==> config.mk <==
export PLATFORM = sky130hd
export DESIGN_NAME = tib_regbank
export DESIGN_NICKNAME = d
export VERILOG_FILES = /design/src/rtl/tib_pkg.sv /design/src/rtl/tib_timer1.sv /design/src/rtl/tib_timer2.sv /design/src/rtl/tib_irq.sv /design/src/rtl/tib_regbank.sv
export SDC_FILE = /design/constraint.sdc
export NUM_CORES = 1
export LEC_CHECK = 0
export ABC_AREA = 1
export BUFFER_PORTS_ARGS = -buffer_cell sky130_fd_sc_hd__buf_2
export CORE_ASPECT_RATIO = 0.8
export CORE_UTILIZATION = 29
export CTS_BUF_LIST = sky130_fd_sc_hd__clkbuf_16
export DETAILED_ROUTE_END_ITERATION = 10
export PLACE_DENSITY_LB_ADDON = 0.08
export SYNTH_ARGS = -nofsm -noshare
export SYNTH_HDL_FRONTEND = slang
export SYNTH_SLANG_ARGS = --single-unit
==> constraint.sdc <==
create_clock -name clk -period 2.4 [get_ports clk]
set_input_delay 0.72 -clock clk [delete_from_list [all_inputs] [get_ports clk]]
set_output_delay 0.72 -clock clk [all_outputs]
set_load 0.005 [all_outputs]
==> src/rtl/tib_pkg.sv <==
`timescale 1ns/1ps
package tib_pkg;
  typedef enum logic [3:0] {
    IX_PORT_B   = 4'd0,
    IX_PORT_A   = 4'd1,
    IX_DIR_B    = 4'd2,
    IX_DIR_A    = 4'd3,
    IX_T1_CNT_L = 4'd4,
    IX_T1_CNT_H = 4'd5,
    IX_T1_LAT_L = 4'd6,
    IX_T1_LAT_H = 4'd7,
    IX_T2_L     = 4'd8,
    IX_T2_H     = 4'd9,
    IX_SHIFT    = 4'd10,
    IX_AUX      = 4'd11,
    IX_PCTL     = 4'd12,
    IX_FLAGS    = 4'd13,
    IX_ENABLES  = 4'd14,
    IX_PA_RAW   = 4'd15
  } reg_idx_e;

  localparam int NUM_IDX = 16;
  localparam int IDX_W   = 4;

  // indices backed by a plain storage byte
  localparam logic [NUM_IDX-1:0] PLAIN_MAP = 16'b1001_1100_0000_1111;

  // flag bit positions
  localparam int FLG_SR = 2;
  localparam int FLG_T2 = 5;
  localparam int FLG_T1 = 6;

  // aux-control bits [7:6] selecting free-running timer 1
  localparam logic [1:0] T1_FREE_RUN = 2'b01;
endpackage

==> src/rtl/tib_timer1.sv <==
`timescale 1ns/1ps
module tib_timer1 #(
  parameter int DW = 8
) (
  input  logic            clk,
  input  logic            rst,
  input  logic            tick,
  input  logic            free_run,
  input  logic            lo_we,
  input  logic            hi_we,
  input  logic            load,
  input  logic [DW-1:0]   wbyte,
  output logic [2*DW-1:0] latch,
  output logic [2*DW-1:0] count,
  output logic            expire
);
  localparam int CW = 2 * DW;

  logic at_zero, at_top;
  assign at_zero = (count == '0);
  assign at_top  = (count == {CW{1'b1}});
  assign expire  = tick && !load && free_run && at_zero;

  always_ff @(posedge clk) begin
    if (rst) begin
      latch <= {CW{1'b1}};
    end else begin
      if (lo_we) latch[DW-1:0]  <= wbyte;
      if (hi_we) latch[CW-1:DW] <= wbyte;
    end
  end

  always_ff @(posedge clk) begin
    if (rst) begin
      count <= {CW{1'b1}};
    end else if (load) begin
      count <= {wbyte, latch[DW-1:0]};
    end else if (tick) begin
      if (free_run && at_top) count <= latch;
      else                    count <= count - 1'b1;
    end
  end
endmodule

==> src/rtl/tib_timer2.sv <==
`timescale 1ns/1ps
module tib_timer2 #(
  parameter int DW = 8
) (
  input  logic            clk,
  input  logic            rst,
  input  logic            tick,
  input  logic            lo_we,
  input  logic            hi_we,
  input  logic [DW-1:0]   wbyte,
  output logic [2*DW-1:0] count,
  output logic            expire
);
  localparam int CW = 2 * DW;

  logic [DW-1:0] lat_lo;
  logic          armed;
  logic          load;

  assign load   = lo_we || hi_we;
  assign expire = tick && !load && armed && (count == '0);

  always_ff @(posedge clk) begin
    if (rst) begin
      lat_lo <= '0;
      count  <= {CW{1'b1}};
      armed  <= 1'b0;
    end else if (lo_we) begin
      lat_lo <= wbyte;
      count  <= {{DW{1'b0}}, wbyte};
      armed  <= 1'b1;
    end else if (hi_we) begin
      count  <= {wbyte, lat_lo};
      armed  <= 1'b1;
    end else if (tick) begin
      count <= count - 1'b1;
      if (expire) armed <= 1'b0;
    end
  end
endmodule

==> src/rtl/tib_irq.sv <==
`timescale 1ns/1ps
module tib_irq
  import tib_pkg::*;
#(
  parameter int DW = 8
) (
  input  logic          clk,
  input  logic          rst,
  input  logic [DW-2:0] set_mask,
  input  logic [DW-2:0] clr_mask,
  input  logic          ier_we,
  input  logic [DW-1:0] wbyte,
  output logic [DW-2:0] flags,
  output logic [DW-2:0] ier,
  output logic          irq
);
  localparam int FW = DW - 1;
  localparam logic [FW-1:0] IRQ_SRC = FW'((1 << FLG_SR) | (1 << FLG_T1));

  logic [FW-1:0] flags_n, ier_n;

  always_comb begin
    // a set in the same cycle as a clear wins
    flags_n = (flags & ~clr_mask) | set_mask;
    ier_n   = ier;
    if (ier_we) begin
      if (wbyte[DW-1]) ier_n = ier | wbyte[FW-1:0];
      else             ier_n = ier & ~wbyte[FW-1:0];
    end
  end

  always_ff @(posedge clk) begin
    if (rst) begin
      flags <= '0;
      ier   <= '0;
      irq   <= 1'b0;
    end else begin
      flags <= flags_n;
      ier   <= ier_n;
      irq   <= |(flags_n & ier_n & IRQ_SRC);
    end
  end
endmodule

==> src/rtl/tib_regbank.sv <==
`timescale 1ns/1ps
module tib_regbank
  import tib_pkg::*;
#(
  parameter int ADDR_W  = 13,
  parameter int IDX_LSB = 9,
  parameter int DATA_W  = 8
) (
  input  logic              clk,
  input  logic              rst,
  input  logic [ADDR_W-1:0] addr,
  input  logic              wr_en,
  input  logic              rd_en,
  input  logic [DATA_W-1:0] wdata,
  input  logic              tick_en,
  output logic [DATA_W-1:0] rdata,
  output logic              irq
);
  localparam int CW = 2 * DATA_W;
  localparam int FW = DATA_W - 1;

  logic [IDX_W-1:0] idx;
  logic             unused_addr_bits;
  assign idx              = addr[IDX_LSB +: IDX_W];
  assign unused_addr_bits = ^addr;

  function automatic logic hit(input logic [IDX_W-1:0] a, input reg_idx_e b);
    return a == IDX_W'(b);
  endfunction

  // plain storage bytes
  logic [DATA_W-1:0] plain_rd [NUM_IDX];

  for (genvar g = 0; g < NUM_IDX; g++) begin : g_plain
    if (PLAIN_MAP[g]) begin : g_keep
      logic [DATA_W-1:0] q;
      always_ff @(posedge clk) begin
        if (rst)                              q <= '0;
        else if (wr_en && idx == IDX_W'(g))   q <= wdata;
      end
      assign plain_rd[g] = q;
    end else begin : g_none
      assign plain_rd[g] = '0;
    end
  end

  logic [DATA_W-1:0] aux_q;
  logic              t1_free;
  assign aux_q   = plain_rd[IX_AUX];
  assign t1_free = (aux_q[DATA_W-1 -: 2] == T1_FREE_RUN);

  // timer 1
  logic [CW-1:0] t1_lat, t1_cnt;
  logic          t1_exp;

  tib_timer1 #(.DW(DATA_W)) u_t1 (
    .clk      (clk),
    .rst      (rst),
    .tick     (tick_en),
    .free_run (t1_free),
    .lo_we    (wr_en && (hit(idx, IX_T1_CNT_L) || hit(idx, IX_T1_LAT_L))),
    .hi_we    (wr_en && (hit(idx, IX_T1_CNT_H) || hit(idx, IX_T1_LAT_H))),
    .load     (wr_en && hit(idx, IX_T1_CNT_H)),
    .wbyte    (wdata),
    .latch    (t1_lat),
    .count    (t1_cnt),
    .expire   (t1_exp)
  );

  // timer 2
  logic [CW-1:0] t2_cnt;
  logic          t2_exp;

  tib_timer2 #(.DW(DATA_W)) u_t2 (
    .clk    (clk),
    .rst    (rst),
    .tick   (tick_en),
    .lo_we  (wr_en && hit(idx, IX_T2_L)),
    .hi_we  (wr_en && hit(idx, IX_T2_H)),
    .wbyte  (wdata),
    .count  (t2_cnt),
    .expire (t2_exp)
  );

  // flag set and clear sources
  logic [FW-1:0] set_mask, clr_mask, flags, ier;

  always_comb begin
    set_mask = '0;
    set_mask[FLG_T1] = t1_exp;
    set_mask[FLG_T2] = t2_exp;

    clr_mask = '0;
    if (wr_en && hit(idx, IX_FLAGS)) clr_mask = wdata[FW-1:0];
    if ((wr_en && (hit(idx, IX_T1_CNT_H) || hit(idx, IX_T1_LAT_H))) ||
        (rd_en && hit(idx, IX_T1_CNT_L)))
      clr_mask[FLG_T1] = 1'b1;
    if (rd_en && hit(idx, IX_T2_L))
      clr_mask[FLG_T2] = 1'b1;
  end

  tib_irq #(.DW(DATA_W)) u_irq (
    .clk      (clk),
    .rst      (rst),
    .set_mask (set_mask),
    .clr_mask (clr_mask),
    .ier_we   (wr_en && hit(idx, IX_ENABLES)),
    .wbyte    (wdata),
    .flags    (flags),
    .ier      (ier),
    .irq      (irq)
  );

  // read mux
  always_comb begin
    unique case (idx)
      IDX_W'(IX_T1_CNT_L): rdata = t1_cnt[DATA_W-1:0];
      IDX_W'(IX_T1_CNT_H): rdata = t1_cnt[CW-1:DATA_W];
      IDX_W'(IX_T1_LAT_L): rdata = t1_lat[DATA_W-1:0];
      IDX_W'(IX_T1_LAT_H): rdata = t1_lat[CW-1:DATA_W];
      IDX_W'(IX_T2_L):     rdata = t2_cnt[DATA_W-1:0];
      IDX_W'(IX_T2_H):     rdata = t2_cnt[CW-1:DATA_W];
      IDX_W'(IX_FLAGS):    rdata = {|(flags & ier), flags};
      IDX_W'(IX_ENABLES):  rdata = {1'b1, ier};
      default:             rdata = plain_rd[idx];
    endcase
  end
endmodule

==> results.sh <==
export IMPL_wl_per_cell_um=17.8
export IMPL_drc_errors=0
export IMPL_vdd_drop_max_uv=477
export IMPL_netSwitchingFraction=0.285
export IMPL_cts_tree="built"
export IMPL_core_region_area_um2=23600
export IMPL_syn_nets=1085
export IMPL_mostFrequentLayoutCells="nand2_1 (271), dfxtp_1 (136), a21oi_1 (109), o21ai_0 (109), inv_1 (99)"
export IMPL_synth_top_family_by_area="simple AND/OR/NAND/NOR gates"
export IMPL_ios=35
export IMPL_whs_path_depth=2
export IMPL_synthFlopType="dfxtp_1"
export IMPL_area_delta_synth_final_pct=24.4
export IMPL_max_cap_violations=0
export IMPL_synth_compound_area_share=0.228
export IMPL_globalplace_congestion=0.819
export IMPL_reg2reg_depth=10
export IMPL_postPlaceCellArea_um2=7890
export IMPL_avgSynthCellArea_um2=6.67
export IMPL_period_share=1.11
export IMPL_reg2reg_slack_ns=0.51
export IMPL_chipWidth_um=176
export IMPL_regToRegStartpoint="u_t2.count[0]"
export IMPL_synth_cells=1056
export IMPL_regToRegEndpoint="u_t2.count[10]"
export IMPL_p_switching_w=0.00164
export IMPL_setup_viol=8
export IMPL_antenna_left=0
export IMPL_io_buffers=25
export IMPL_pre_cts_ws_ns=-0.431
export IMPL_cp_arrival_ns=1.94
export IMPL_cts_root_buf="clkbuf_16"
export IMPL_grt_pass1_wl_mm=39.8
export IMPL_cp_max_fo=5
export IMPL_clockBufferDepth=2
export IMPL_grt_overflow=0
export IMPL_layout_commonest_cell="nand2_1"
export IMPL_synth_xor_xnor_area_share=0.0124
export IMPL_synth_fa_ha_area_frac=0.00533
export IMPL_clk_latency_ns=0.43
export IMPL_combPwrFrac=0.121
export IMPL_final_util=0.371
export IMPL_synth_area_um2=7050
export IMPL_num_rows=50
export IMPL_fin_crit_ns=2.66
export IMPL_fmax_mhz=376
export IMPL_grt_usage=0.213
export IMPL_place_hpwl_mm=18.4
export IMPL_nFillCells=2574
export IMPL_cts_buffers=17
export IMPL_final_area_um2=8770
export IMPL_rsz0062_at_grt="true"
export IMPL_ys_warn_count=0
export IMPL_seq_area_um2=2720
export IMPL_yosysSeqAreaShare=0.386
export IMPL_antenna_found_initial=0
export IMPL_synth_simple_gate_area_frac=0.276
export IMPL_grt_pass1_vias=6647
export IMPL_drive_gt1_frac=0.174
export IMPL_crit_required_ns=1.68
export IMPL_setup_tns_ns=-1.91
export IMPL_worstSetupPathType="in2out"
export IMPL_final_cells=1442
export IMPL_tightest_slew_ns=0.697
export IMPL_clk_pin_slew_ns=0.06
export IMPL_slew_viol_final=0
export IMPL_leakage_nw=4.08
export IMPL_wirelength_mm=25.6
export IMPL_num_vias=7103
export IMPL_synth_edf_count=0
export IMPL_async_flop_share=0
export IMPL_n_antenna_cell=0
export IMPL_h_tree_depth=4
export IMPL_hold_path_class="reg2reg"
export IMPL_multi_input_area_um2=3920
export IMPL_worstSetupEndpointType="output pin"
export IMPL_hold_end="aux_q[7]"
export IMPL_die_h_um=141
export IMPL_timing_final_hold_violations=0
export IMPL_powerDensity_nw_per_um2=656
export IMPL_ys_ff_latch=136
export IMPL_timing_final_ws_setup_ns=-0.261
export IMPL_relSlewSlack=0.534
export IMPL_status="complete, but fails checks"
export IMPL_vias_per_cell=4.93
export IMPL_cp_start_kind="input port"
export IMPL_violations="negative setup slack"
export IMPL_synth_cell_types=33
export IMPL_drt_iter0_markers=577
export IMPL_seqPwrFrac=0.420
export IMPL_fin_nets=1146
export IMPL_cts_hold_buffers_added=0
export IMPL_die_area_um2=24900
export IMPL_placed_cells=1408
export IMPL_finalClockSkew_ns=0.0127
export IMPL_synth_mux_area_fraction=0
export IMPL_cellInternalPower_w=0.00411
export IMPL_start_util=0.298
export IMPL_holdCritStartpoint="aux_q[7]"
export IMPL_clockPowerShare=0.460
export IMPL_grt_max_degree=62
export IMPL_cts_sink_count=136
export IMPL_drtPass1Iterations=5
worst max-delay path by stage:
stage | start | end | depth (start not counted)
after global placement | addr[10] | rdata[0] | 10
after global routing | addr[9] | rdata[2] | 12
after floorplan | addr[10] | rdata[0] | 10
after detailed placement | addr[10] | rdata[0] | 10
after CTS | addr[9] | rdata[4] | 10
final | addr[9] | rdata[2] | 12
power by group through the flow:
stage	Clock, W	Sequential [W]	Combinational (W)
floorplan	0	0.00243	0.000390
global placement	0	0.00246	0.000656
detailed placement	0	0.00246	0.000656
CTS	0.00269	0.00241	0.000683
global route	0.00279	0.00242	0.000771
finish	0.00264	0.00241	0.000695
through the flow:
step | hold slack [ns] | power [W]
final | 0.469 | 0.00575
after global routing | 0.498 | 0.00599
after CTS | 0.470 | 0.00579
after detailed placement | 0.460 | 0.00312
after global placement | 0.458 | 0.00312
after floorplan | 0.439 | 0.00282
metal layers:
| metal | track usage | up-vias | part of all wire |
|---|---|---|---|
| li1 | - | 3626 | - |
| met1 | 0.312 | 3318 | 0.52 |
| met2 | 0.322 | 149 | 0.43 |
| met3 | 0.0415 | 10 | 0.047 |
| met4 | 0.0426 | 0 | 0.0060 |
| met5 | 0 | - | 0 |
synthesized netlist by cell type (2+ instances only):
cell | n | area [um^2]
xor2_1 | 9 | 78.8
inv_2 | 4 | 15.0
o22ai_1 | 4 | 25.0
nand2_1 | 288 | 1080
ha_1 | 3 | 37.5
o21bai_1 | 3 | 22.5
nand2_4 | 3 | 33.8
dfxtp_1 | 136 | 2720
buf_4 | 8 | 60.1
buf_2 | 13 | 65.1
o211ai_1 | 23 | 173
nor2_4 | 4 | 45.0
nand4_1 | 11 | 68.8
clkinv_1 | 2 | 7.51
nor3_4 | 2 | 32.5
clkbuf_1 | 25 | 93.8
nor2_1 | 86 | 323
inv_1 | 105 | 394
o2111ai_1 | 8 | 70.1
a22o_1 | 8 | 70.1
nor3_1 | 4 | 20.0
a21oi_1 | 109 | 546
nor2_2 | 4 | 25.0
nand3_1 | 53 | 265
o21ai_0 | 111 | 556
a22oi_1 | 16 | 120
o21ai_1 | 3 | 15.0
nand2_2 | 6 | 37.5
area by class of cell:
cell class                      instances  area share
Clock buffer                           17      0.0485
Clock inverter                         15      0.0174
Inverter                              111      0.0486
Multi-Input combinational cell        762       0.447
Sequential cell                       136       0.310
Tap cell                              312      0.0445
Timing Repair Buffer                   89      0.0836
registers in the layout, summed over array words and instances, names as in the netlist, named ones only:
register and cells:
u_irq.ier 2, u_t2.lat_lo 8, u_t1.latch 16, u_t2.armed 1
u_irq.irq 1, u_t1.count 16, u_t2.count 16, u_irq.flags 7
aux_q 8, g_plain.g_keep.q 56
cells by family after synthesis:
| group | after synthesis |
|---|---|
| adder cells (fa/ha/maj) | 3 |
| XOR/XNOR | 10 |
| flip-flops | 136 |
| AO/OA/AOI/OAI | 286 |
| AND/OR/NAND/NOR | 463 |
| buffers and inverters | 158 |
critical path, cell delays in order:
cell	delay [ns]
buf_12	0.09
buf_6	0.09
nor2_4	0.04
buf_12	0.14
buf_8	0.12
a22oi_2	0.20
nand2_1	0.10
nand2_1	0.08
nand2_2	0.07
nor2_1	0.09
nand2_1	0.07
buf_2	0.13
repair_timing:
action | in CTS | in global routing
resized for setup | 53 | 22
setup endpoints to repair | 8 | 8
pin swaps | 16 | 14
setup buffers | 2 | 2
hold endpoints to repair | 0 | 0
Note: power is estimated with default switching activity, not from simulation.
